`src/rtl/pkd_pkg.sv`:
```
package pkd_pkg;

    localparam int WIN_DEPTH = 3;

    typedef enum logic [1:0] {
        FILL_NONE = 2'd0,
        FILL_ONE  = 2'd1,
        FILL_TWO  = 2'd2,
        FILL_FULL = 2'd3
    } fill_e;

    function automatic fill_e fill_step(input fill_e f);
        if (f == FILL_FULL) return FILL_FULL;
        return fill_e'(f + 2'd1);
    endfunction

endpackage

```
`src/rtl/pkd_window.sv`:
```
module pkd_window
    import pkd_pkg::*;
#(
    parameter int DW = 32,
    parameter int IW = 10
) (
    input  logic          clk,
    input  logic          rst_n,
    input  logic          in_valid,
    input  logic          in_sof,
    input  logic          in_last,
    input  logic [DW-1:0] in_data,
    input  logic [DW-1:0] thr_i,
    output logic          fresh_o,
    output logic          last_o,
    output logic          full_o,
    output logic [DW-1:0] left_o,
    output logic [DW-1:0] mid_o,
    output logic [DW-1:0] right_o,
    output logic [DW-1:0] thr_o,
    output logic [IW-1:0] mid_idx_o,
    output logic          clr_o
);

    typedef struct packed {
        logic [WIN_DEPTH-1:0][DW-1:0] win;
        fill_e                        fill;
        logic [IW-1:0]                idx;
        logic [DW-1:0]                thr;
        logic                         in_frame;
        logic                         fresh;
        logic                         last;
    } win_st_t;

    win_st_t st_d, st_q;
    logic    accept;

    always_comb begin
        st_d       = st_q;
        st_d.fresh = 1'b0;
        st_d.last  = 1'b0;
        accept     = in_valid && (in_sof || st_q.in_frame);
        if (accept) begin
            st_d.win[0] = in_data;
            for (int k = 1; k < WIN_DEPTH; k++) begin
                st_d.win[k] = st_q.win[k-1];
            end
            st_d.fresh    = 1'b1;
            st_d.last     = in_last;
            st_d.in_frame = !in_last;
            if (in_sof) begin
                st_d.fill = FILL_ONE;
                st_d.idx  = IW'(1);
                st_d.thr  = thr_i;
            end else begin
                st_d.fill = fill_step(st_q.fill);
                st_d.idx  = st_q.idx + IW'(1);
            end
        end
    end

    always_ff @(posedge clk or negedge rst_n) begin
        if (!rst_n) begin
            st_q <= '0;
        end else begin
            st_q <= st_d;
        end
    end

    assign fresh_o   = st_q.fresh;
    assign last_o    = st_q.last;
    assign full_o    = (st_q.fill == FILL_FULL);
    assign right_o   = st_q.win[0];
    assign mid_o     = st_q.win[1];
    assign left_o    = st_q.win[2];
    assign thr_o     = st_q.thr;
    assign mid_idx_o = st_q.idx - IW'(2);
    assign clr_o     = in_valid && in_sof;

endmodule

```
`src/rtl/pkd_judge.sv`:
```
module pkd_judge #(
    parameter int DW = 32
) (
    input  logic          fresh_i,
    input  logic          full_i,
    input  logic [DW-1:0] left_i,
    input  logic [DW-1:0] mid_i,
    input  logic [DW-1:0] right_i,
    input  logic [DW-1:0] thr_i,
    output logic          hit_o
);

    logic          rising;
    logic          falling;
    logic [DW-1:0] margin;
    logic          clears;

    always_comb begin
        rising  = mid_i > left_i;
        falling = mid_i > right_i;
        margin  = mid_i - left_i;
        clears  = margin > thr_i;
        hit_o   = fresh_i && full_i && rising && falling && clears;
    end

endmodule

```
`src/rtl/pkd_tally.sv`:
```
module pkd_tally #(
    parameter int CNT_W = 8
) (
    input  logic             clk,
    input  logic             rst_n,
    input  logic             clr_i,
    input  logic             hit_i,
    output logic [CNT_W-1:0] count_o
);

    localparam logic [CNT_W-1:0] CNT_MAX = {CNT_W{1'b1}};

    typedef struct packed {
        logic [CNT_W-1:0] cnt;
    } tally_st_t;

    tally_st_t st_d, st_q;
    logic [CNT_W-1:0] sum;

    always_comb begin
        sum = st_q.cnt;
        if (hit_i && (st_q.cnt != CNT_MAX)) begin
            sum = st_q.cnt + CNT_W'(1);
        end
        st_d.cnt = clr_i ? '0 : sum;
    end

    always_ff @(posedge clk or negedge rst_n) begin
        if (!rst_n) begin
            st_q <= '0;
        end else begin
            st_q <= st_d;
        end
    end

    assign count_o = sum;

endmodule

```
`src/rtl/pkd_top.sv`:
```
module pkd_top #(
    parameter int DW    = 32,
    parameter int IW    = 10,
    parameter int CNT_W = 8
) (
    input  logic             clk,
    input  logic             rst_n,
    input  logic             in_valid,
    input  logic             in_sof,
    input  logic             in_last,
    input  logic [DW-1:0]    in_data,
    input  logic [DW-1:0]    thr_i,
    output logic             peak_o,
    output logic [DW-1:0]    peak_val_o,
    output logic [IW-1:0]    peak_idx_o,
    output logic             eof_o,
    output logic [CNT_W-1:0] count_o
);

    logic          fresh;
    logic          last;
    logic          full;
    logic [DW-1:0] left_s;
    logic [DW-1:0] mid_s;
    logic [DW-1:0] right_s;
    logic [DW-1:0] thr_s;
    logic [IW-1:0] mid_idx;
    logic          clr;
    logic          hit;

    pkd_window #(.DW(DW), .IW(IW)) u_window (
        .clk       (clk),
        .rst_n     (rst_n),
        .in_valid  (in_valid),
        .in_sof    (in_sof),
        .in_last   (in_last),
        .in_data   (in_data),
        .thr_i     (thr_i),
        .fresh_o   (fresh),
        .last_o    (last),
        .full_o    (full),
        .left_o    (left_s),
        .mid_o     (mid_s),
        .right_o   (right_s),
        .thr_o     (thr_s),
        .mid_idx_o (mid_idx),
        .clr_o     (clr)
    );

    pkd_judge #(.DW(DW)) u_judge (
        .fresh_i (fresh),
        .full_i  (full),
        .left_i  (left_s),
        .mid_i   (mid_s),
        .right_i (right_s),
        .thr_i   (thr_s),
        .hit_o   (hit)
    );

    pkd_tally #(.CNT_W(CNT_W)) u_tally (
        .clk     (clk),
        .rst_n   (rst_n),
        .clr_i   (clr),
        .hit_i   (hit),
        .count_o (count_o)
    );

    assign peak_o     = hit;
    assign peak_val_o = mid_s;
    assign peak_idx_o = mid_idx;
    assign eof_o      = fresh && last;

endmodule

```
`config.mk`:
```
export PLATFORM = sky130hd
export DESIGN_NAME = pkd_top
export DESIGN_NICKNAME = d
export VERILOG_FILES = /design/src/rtl/pkd_pkg.sv /design/src/rtl/pkd_window.sv /design/src/rtl/pkd_judge.sv /design/src/rtl/pkd_tally.sv /design/src/rtl/pkd_top.sv
export SDC_FILE = /design/constraint.sdc
export NUM_CORES = 1
export LEC_CHECK = 0
export BUFFER_PORTS_ARGS = -buffer_cell sky130_fd_sc_hd__clkbuf_2
export CAP_MARGIN = 10
export CORE_MARGIN = 5
export CORE_UTILIZATION = 55
export CTS_BUF_LIST = sky130_fd_sc_hd__clkbuf_4 sky130_fd_sc_hd__clkbuf_8
export DETAILED_ROUTE_END_ITERATION = 6
export MAX_ROUTING_LAYER = met4
export PLACE_DENSITY = 0.8
export REMOVE_ABC_BUFFERS = 1
export SLEW_MARGIN = 20
export SYNTH_ARGS = -nofsm -noshare
export SYNTH_HDL_FRONTEND = slang
export SYNTH_SLANG_ARGS = --single-unit
```
`constraint.sdc`:
```
create_clock -name clk -period 5.3 [get_ports clk]
set_input_delay 1.06 -clock clk [delete_from_list [all_inputs] [get_ports clk]]
set_output_delay 1.06 -clock clk [all_outputs]
set_load 0.01 [all_outputs]
```
==> results of run 1 <==
[metrics by stage]
stage          util, %  instances  setup TNS (ns)
2_1_floorplan        -        981          -19.40
3_3_place_gp     63.46       1415          -2.684
3_5_place_dp     63.46       1415          -4.431
4_1_cts          67.91       1461          -4.032
5_1_grt          68.68       1467          -7.412
6_report         68.68       1467          -5.203
[area by class of cell]
cell class              instances  area [um^2]
fillers                      1288         5175
multi-input cells             722         4969
flip-flops and latches        151         3779
repair buffers                234         1480
inverters                     108        407.9
well taps                     220        275.3
clock buffers                  20        262.8
clock inverters                12        176.4
[state kept, by name (all words and copies together) (netlist names)]
register and cells:
u_tally.st_q 8, u_window.left_o 32, u_window.mid_o 32, u_window.last_o 1, u_window.thr_o 32, u_window.fresh_o 1, u_window.right_o 32, u_window.st_q 13
[synth_stat cells (11+ instances only)]
| library cell | number |
|---|---|
| sky130_fd_sc_hd__buf_4 | 33 |
| sky130_fd_sc_hd__nand2_1 | 166 |
| sky130_fd_sc_hd__nand3_1 | 18 |
| sky130_fd_sc_hd__xnor2_1 | 29 |
| sky130_fd_sc_hd__nor2_1 | 34 |
| sky130_fd_sc_hd__clkbuf_1 | 31 |
| sky130_fd_sc_hd__xor2_1 | 16 |
| sky130_fd_sc_hd__a21o_1 | 47 |
| sky130_fd_sc_hd__nand4_1 | 20 |
| sky130_fd_sc_hd__dfrtp_1 | 151 |
| sky130_fd_sc_hd__and3_1 | 11 |
| sky130_fd_sc_hd__ha_1 | 100 |
| sky130_fd_sc_hd__inv_1 | 108 |
| sky130_fd_sc_hd__a21oi_1 | 40 |
| sky130_fd_sc_hd__o21ai_0 | 144 |
[power breakdown]
part / internal, mW / leakage, nW / total [mW] / switching, mW
Clock: 0.535 / 0.220 / 0.966 / 0.431
Combinational: 1.35 / 3.77 / 2.81 / 1.46
Sequential: 1.34 / 1.90 / 1.44 / 0.102
[cell families (layout without fill, tap and decap cells)]
logic type,count (synthesis),after routing,share of synthesized area (%)
and+or+nand+nor,297,297,14.88
AOI/OAI and AO/OA,276,276,17.57
buffers and inverters,174,374,8.395
DFF,151,151,40.83
adders and majority gates,101,101,13.74
xor gates and xnor gates,45,45,4.258
muxes,3,3,0.3245
[repair_timing]
item,4_1_cts,5_1_grt
hold buffers,0,0
resized for setup,44,27
pin swaps,35,18
buffers inserted,14,6
endpoints found under the setup margin,9,9
[final timing paths]
kind | cells after the start | end | start | slack, ns
min in group asynchronous | 1 | u_window.right_o[6]$_DFFE_PN0P_ | rst_n | 0.62
hold reg to reg | 2 | u_window.thr_o[0]$_DFFE_PN0P_ | u_window.thr_o[0]$_DFFE_PN0P_ | 0.53
setup reg to reg | 26 | u_tally.st_q[7]$_DFF_PN0_ | u_window.left_o[2]$_DFFE_PN0P_ | 0.71
hold / removal | 2 | u_window.thr_o[0]$_DFFE_PN0P_ | u_window.thr_o[0]$_DFFE_PN0P_ | 0.53
max in group asynchronous | 2 | u_window.left_o[25]$_DFFE_PN0P_ | rst_n | 3.67
setup / recovery | 25 | count_o[5] | u_window.left_o[2]$_DFFE_PN0P_ | -0.71
[critical path: cells and delay by family, from the launching register on]
family / cells / cell delay [ns]
xor+xnor: 1 / 0.14
flops: 1 / 0.37
compound gates: 10 / 1.45
simple gates: 7 / 1.33
fa+ha+maj: 2 / 0.51
buf+inv: 5 / 0.67
[routing by layer]
metal | up-vias | part of all wire (%)
met2 | 179 | 49
met5 | - | 0
met4 | 0 | 1.7
met1 | 3699 | 46
met3 | 33 | 3.9
li1 | 3894 | -
==> tab_implementation.tex, run 1 <==
\begin{tabular}{lr}
\hline
Metric & Value \\
\hline
\multicolumn{2}{l}{\textbf{Power}} \\
Post-layout power & roughly 5.2 mW \\
Static leakage & 5.887 nW \\
IR Drop Worst-Case VDD & 0.2561 mV \\
PwrDens & around 460 mW/mm\^{}2 \\
\multicolumn{2}{l}{\textbf{Timing}} \\
Final-layout worst hold slack & 0.5319 ns \\
Number of failing setup endpoints in the final timing report & 9 \\
Final-report hold violation count & 0 \\
Number of pins with negative max-slew slack in the final report & 0 \\
Worst path setup slack after routing & -0.7105 ns \\
Slew at the pin closest to its max-slew limit & 0.7619 ns \\
Setup skew after layout & 0.01072 ns \\
Clock period minus worst slack & $\sim$6.0 ns \\
Highest achievable clock rate & 166.4 MHz \\
Unrepaired setup endpoints after global routing & yes \\
Post-route clock period utilization & 113.4\% \\
Slew headroom & 49.21\% \\
\multicolumn{2}{l}{\textbf{Global route}} \\
Via count of the first global-routing pass & 7579 \\
Met3 Usage GRT & 3.122\% \\
Grt ovf & 0 \\
First-pass GRT wire length & 35.97 mm \\
GRT busiest layer & met2 \\
Largest net degree at the start of global routing & 89 \\
Met2 track demand over resource & 37.91\% \\
Met1 layer usage reported by global route & 29.80\% \\
Overall fraction of global-route tracks in use & 22.94\% \\
Antenna violations before repair & 0 \\
\multicolumn{2}{l}{\textbf{Synthesis}} \\
Synthesis-stage register bit count & 151 \\
Yosys Warn Count & 0 \\
Cell variety after synth & 60 \\
Post-synth top area cell & sky130\_fd\_sc\_hd\_\_dfrtp\_1 \\
Area fraction of the dominant cell type after synthesis & around 41\% \\
Number of flops mapped to enable cells by yosys & 0 \\
Sequential element share of the synthesized area & 40.83\% \\
Most frequently used flop master after synthesis & sky130\_fd\_sc\_hd\_\_dfrtp\_1 \\
Number of instances in the synthesized netlist & $\sim$1000 \\
Avg Synthesized Cell Area & 8.840 um\^{}2 \\
Post-Syn Area & 0.009255 mm\^{}2 \\
Ranking of synthesized cells by area & sky130\_fd\_sc\_hd\_\_dfrtp\_1 41\%, sky130\_fd\_sc\_hd\_\_ha\_1 14\%, sky130\_fd\_sc\_hd\_\_o21ai\_0 7.8\%, sky130\_fd\_sc\_hd\_\_nand2\_1 6.7\%, sky130\_fd\_sc\_hd\_\_inv\_1 4.4\% \\
Fraction of registers with async set/reset & 100.0\% \\
\multicolumn{2}{l}{\textbf{Floorplan}} \\
Overall die area & 0.01952 mm\^{}2 \\
Boundary Pins & 121 \\
Initial cell density of the core & 56.01\% \\
Vert. Die Dim & 139.7 um \\
DIE WIDTH & 139.7 um \\
Area of the core & 0.01652 mm\^{}2 \\
Standard-cell rows & 47 \\
\multicolumn{2}{l}{\textbf{Layout}} \\
P\&R area growth vs syn & 22.63\% \\
Most frequent standard cell in the layout excluding fill and tap cells & sky130\_fd\_sc\_hd\_\_nand2\_1 \\
Share of final-layout standard cells stronger than drive strength 1 & 26.30\% \\
Antenna cells & 0 \\
NumNets Final & 1404 \\
Highest-count cells in the layout ignoring fill and taps & 163 x sky130\_fd\_sc\_hd\_\_nand2\_1, 151 x sky130\_fd\_sc\_hd\_\_dfrtp\_1, 138 x sky130\_fd\_sc\_hd\_\_o21ai\_0, 111 x sky130\_fd\_sc\_hd\_\_clkbuf\_2, 111 x sky130\_fd\_sc\_hd\_\_buf\_4 \\
Final Instance Area & between 0.01 and 0.015 mm\^{}2 \\
\multicolumn{2}{l}{\textbf{Place}} \\
Count of input and output buffers & 120 \\
Pre-CTS setup slack & -0.6552 ns \\
Cell area after placement & 0.01049 mm\^{}2 \\
Final Wtd Congestion & 0.9742 \\
Half-perimeter wire length after placement & 16.03 mm \\
\multicolumn{2}{l}{\textbf{Worst setup path}} \\
Max FO, Critical Path & 4 \\
Required time of the critical path & 4.24 ns \\
Critical Path AT & 4.95 ns \\
Crit-path slowest cell & sky130\_fd\_sc\_hd\_\_or4\_4 \\
Type of the worst setup path & flop to primary output \\
Crit path capture type & primary output \\
Slowest cell delay on critical path & about 0.55 ns \\
Most frequent cell on the critical path & sky130\_fd\_sc\_hd\_\_o21ai\_2 \\
Kind of start point of the critical path & flop \\
\multicolumn{2}{l}{\textbf{Clocking}} \\
H-tree depth reported by CTS & 4 \\
Clock tree buffer depth & 2 \\
Insertion delay of the later-clocked pin in the worst-skew pair & between 0.4 and 0.5 ns \\
Clock buffer count from CTS & 17 \\
Number of clock sinks & 151 \\
TritonCTS clock tree & yes \\
Clock input transition at the sequential cells of the worst setup and hold paths & 0.08 ns \\
Clock root buffer & sky130\_fd\_sc\_hd\_\_clkbuf\_8 \\
\multicolumn{2}{l}{\textbf{Drt}} \\
Detailed-router iteration count before antenna repair & 5 \\
Routed Antenna Nets & 0 \\
Overall routed net length & 22.20 mm \\
Number of vias after detailed routing & 7805 \\
Wirelength per Cell & 15.13 um \\
Starting DRT DRC Count & 410 \\
Average via count per standard cell & 5.320 \\
Residual DRC & 0 \\
\multicolumn{2}{l}{\textbf{Run status}} \\
Failing checks & setup timing \\
Status & finished, violations left \\
\multicolumn{2}{l}{\textbf{Hold path}} \\
Class of the most critical hold timing path & flop to flop \\
\multicolumn{2}{l}{\textbf{Job}} \\
Number of max-capacitance violations reported & 0 \\
\hline
\end{tabular}
Note: power is estimated with default switching activity, not from simulation.
==> run 2, diff against run 1 <==
--- a/config.mk
+++ b/config.mk
@@ -8,11 +8,11 @@
 export BUFFER_PORTS_ARGS = -buffer_cell sky130_fd_sc_hd__clkbuf_2
 export CAP_MARGIN = 10
 export CORE_MARGIN = 5
-export CORE_UTILIZATION = 55
+export CORE_UTILIZATION = 50
 export CTS_BUF_LIST = sky130_fd_sc_hd__clkbuf_4 sky130_fd_sc_hd__clkbuf_8
 export DETAILED_ROUTE_END_ITERATION = 6
 export MAX_ROUTING_LAYER = met4
-export PLACE_DENSITY = 0.8
+export PLACE_DENSITY = 0.73
 export REMOVE_ABC_BUFFERS = 1
 export SLEW_MARGIN = 20
 export SYNTH_ARGS = -nofsm -noshare
==> run 2 against run 1 <==
Effect of this change: the run still ends with setup timing left; via count fell by 1.4%; maximum frequency rose by 2.4%; sequential share of layout area fell by 0.30 points; final cell count rose by 1.0%; global-route usage fell by 1.2 points; utilization fell by 5.4 points; count of clock-buffer cells in the layout fell by 1; first-iteration DRC count fell by 7.6%; worst hold slack got worse by 0.0066 ns; routed wire length rose by 0.24%; setup slack improved by 0.14 ns; sequential power barely moved.
==> tab_implementation.tex, run 2 (synthesis results as in run 1) <==
\begin{tabular}{lr}
\hline
Metric & Value \\
\hline
\multicolumn{2}{l}{\textbf{Run status}} \\
Status & finished, violations left \\
Failing checks & setup timing \\
\multicolumn{2}{l}{\textbf{Worst setup path}} \\
Max FO, Critical Path & 3 \\
Type of the worst setup path & flop to primary output \\
Crit path capture type & primary output \\
Kind of start point of the critical path & flop \\
Worst r2r path cells & 21 \\
Critical Path AT & a little under 5 ns \\
Required time of the critical path & 4.24 ns \\
\multicolumn{2}{l}{\textbf{Global route}} \\
First-pass GRT wire length & 37.31 mm \\
Overall fraction of global-route tracks in use & between 20\% and 30\% \\
Largest net degree at the start of global routing & 79 \\
Grt ovf & 0 \\
Via count of the first global-routing pass & slightly below 8000 \\
Antenna violations before repair & 0 \\
\multicolumn{2}{l}{\textbf{Floorplan}} \\
Vert. Die Dim & 146.1 um \\
Area of the core & 0.01809 mm\^{}2 \\
DIE WIDTH & 146.1 um \\
Overall die area & 0.02133 mm\^{}2 \\
Initial cell density of the core & 51.17\% \\
Standard-cell rows & 49 \\
Boundary Pins & 121 \\
\multicolumn{2}{l}{\textbf{Timing}} \\
Post-route clock period utilization & 110.8\% \\
Unrepaired setup endpoints after global routing & yes \\
Slew at the pin closest to its max-slew limit & 0.8092 ns \\
Number of failing setup endpoints in the final timing report & 9 \\
Clock period minus worst slack & between 5 and 6 ns \\
Slew headroom & 46.05\% \\
Number of pins with negative max-slew slack in the final report & 0 \\
Setup skew after layout & between 0.01 and 0.015 ns \\
Highest achievable clock rate & 170.3 MHz \\
Worst path setup slack after routing & -0.5711 ns \\
Final-report hold violation count & 0 \\
\multicolumn{2}{l}{\textbf{Clocking}} \\
Insertion delay of the later-clocked pin in the worst-skew pair & 0.46 ns \\
H-tree depth reported by CTS & 4 \\
Post-CTS Hold Buffers & 0 \\
Clock input transition at the sequential cells of the worst setup and hold paths & 0.09 ns \\
Clock buffer count from CTS & 17 \\
Number of clock sinks & 151 \\
TritonCTS clock tree & yes \\
Clock tree buffer depth & 2 \\
Clock root buffer & sky130\_fd\_sc\_hd\_\_clkbuf\_8 \\
\multicolumn{2}{l}{\textbf{Job}} \\
Number of max-capacitance violations reported & 0 \\
\multicolumn{2}{l}{\textbf{Layout}} \\
Most frequent standard cell in the layout excluding fill and tap cells & sky130\_fd\_sc\_hd\_\_nand2\_1 \\
P\&R area growth vs syn & 23.74\% \\
NumNets Final & 1410 \\
Highest-count cells in the layout ignoring fill and taps & 165 x sky130\_fd\_sc\_hd\_\_nand2\_1, 151 x sky130\_fd\_sc\_hd\_\_dfrtp\_1, 137 x sky130\_fd\_sc\_hd\_\_o21ai\_0, 119 x sky130\_fd\_sc\_hd\_\_buf\_4, 117 x sky130\_fd\_sc\_hd\_\_clkbuf\_2 \\
Final Instance Area & 0.01145 mm\^{}2 \\
Antenna cells & 0 \\
Finished Core Util & 63.32\% \\
Share of final-layout standard cells stronger than drive strength 1 & 27.13\% \\
\multicolumn{2}{l}{\textbf{Drt}} \\
Routed Antenna Nets & 0 \\
Wirelength per Cell & around 15 um \\
Detailed-router iteration count before antenna repair & 5 \\
Average via count per standard cell & 5.195 \\
Number of vias after detailed routing & 7699 \\
Residual DRC & 0 \\
Starting DRT DRC Count & 379 \\
Overall routed net length & 22.26 mm \\
\multicolumn{2}{l}{\textbf{Place}} \\
Count of input and output buffers & 120 \\
Cell area after placement & 0.01056 mm\^{}2 \\
Half-perimeter wire length after placement & around 16 mm \\
Final Wtd Congestion & approximately 0.94 \\
\multicolumn{2}{l}{\textbf{Power}} \\
Static leakage & 5.918 nW \\
IR Drop Worst-Case VDD & around 0.23 mV \\
PwrDens & around 460 mW/mm\^{}2 \\
\multicolumn{2}{l}{\textbf{Hold path}} \\
Class of the most critical hold timing path & primary input to async pin \\
\hline
\end{tabular}
run 2: cell count changes in the layout (fill, tap and decap cells not counted), sizes merged:
| cell | delta |
|---|---|
| clkbuf | +5 |
| bufinv | -1 |
| clkinv | +1 |
| inv | +1 |
run 2: worst paths after layout:
| path | endpoint | start | slack (ns) |
|---|---|---|---|
| worst max-delay path | count_o[7] | u_window.left_o[0]$_DFFE_PN0P_ | -0.57 |
| worst min-delay path | u_window.right_o[8]$_DFFE_PN0P_ | rst_n | 0.53 |
| worst max register to register | u_tally.st_q[7]$_DFF_PN0_ | u_window.left_o[0]$_DFFE_PN0P_ | 0.77 |
| worst min register to register | u_window.mid_o[0]$_DFFE_PN0P_ | u_window.right_o[0]$_DFFE_PN0P_ | 0.53 |
| max in group asynchronous | u_window.thr_o[24]$_DFFE_PN0P_ | rst_n | 3.70 |
| min in group clk | u_window.mid_o[0]$_DFFE_PN0P_ | u_window.right_o[0]$_DFFE_PN0P_ | 0.53 |
run 2: power breakdown:
| group | switching (mW) | total [mW] | internal, mW |
|---|---|---|---|
| Clock | 0.461 | 0.956 | 0.495 |
| Combinational | 1.48 | 2.89 | 1.41 |
| Sequential | 0.106 | 1.44 | 1.34 |
run 2: cell type report:
class | instances | area [um^2]
Tap cell | 229 | 286.5
Inverter | 108 | 407.9
Multi-Input combinational cell | 722 | 5035
Timing Repair Buffer | 240 | 1511
Sequential cell | 151 | 3779
Fill cell | 1496 | 6634
Clock buffer | 19 | 261.5
Clock inverter | 13 | 171.4
run 2: repair_timing:
| action | CTS | global route |
|---|---|---|
| pin swaps | 46 | 11 |
| setup buffers | 12 | 8 |
| resized for setup | 47 | 26 |
| setup endpoints to repair | 9 | 9 |
run 2: critical path, stage by stage (launching register included):
cell                       delay (ns)
sky130_fd_sc_hd__dfrtp_1         0.42
sky130_fd_sc_hd__ha_4            0.18
sky130_fd_sc_hd__fa_2            0.39
sky130_fd_sc_hd__nor2b_2         0.13
sky130_fd_sc_hd__o21ai_2         0.07
sky130_fd_sc_hd__a21boi_2        0.18
sky130_fd_sc_hd__o311ai_2        0.13
sky130_fd_sc_hd__and4b_1         0.25
sky130_fd_sc_hd__o31a_1          0.26
sky130_fd_sc_hd__buf_4           0.14
sky130_fd_sc_hd__xnor2_2         0.12
sky130_fd_sc_hd__ha_1            0.30
sky130_fd_sc_hd__nand4_1         0.19
sky130_fd_sc_hd__buf_4           0.19
sky130_fd_sc_hd__buf_4           0.12
sky130_fd_sc_hd__nor2_1          0.14
sky130_fd_sc_hd__a221oi_2        0.10
sky130_fd_sc_hd__or2_4           0.29
sky130_fd_sc_hd__or4_4           0.45
sky130_fd_sc_hd__xnor2_2         0.16
sky130_fd_sc_hd__clkbuf_2        0.15
run 2: routing by layer:
| layer | up-vias | global-route usage (%) | wire length (um) |
|---|---|---|---|
| met1 | 3598 | 29.07 | 10600 |
| met4 | 0 | 6.726 | 450 |
| met3 | 33 | 3.657 | 813 |
| met5 | - | - | 0 |
| met2 | 156 | 34.12 | 10390 |
| li1 | 3912 | - | - |
run 2: metrics by stage:
step	setup slack, ns	instances	power [mW]	setup TNS, ns	hold WS, ns
after CTS	-0.5003	1474	5.153	-3.742	0.5224
after global routing	-0.7574	1482	5.709	-6.085	0.5439
after floorplan	-0.7151	981	3.087	-19.40	0.4498
after detailed placement	-0.5506	1432	4.025	-3.943	0.5032
after global placement	-0.4436	1432	3.946	-3.104	0.4698
final	-0.5711	1482	5.283	-4.147	0.5253
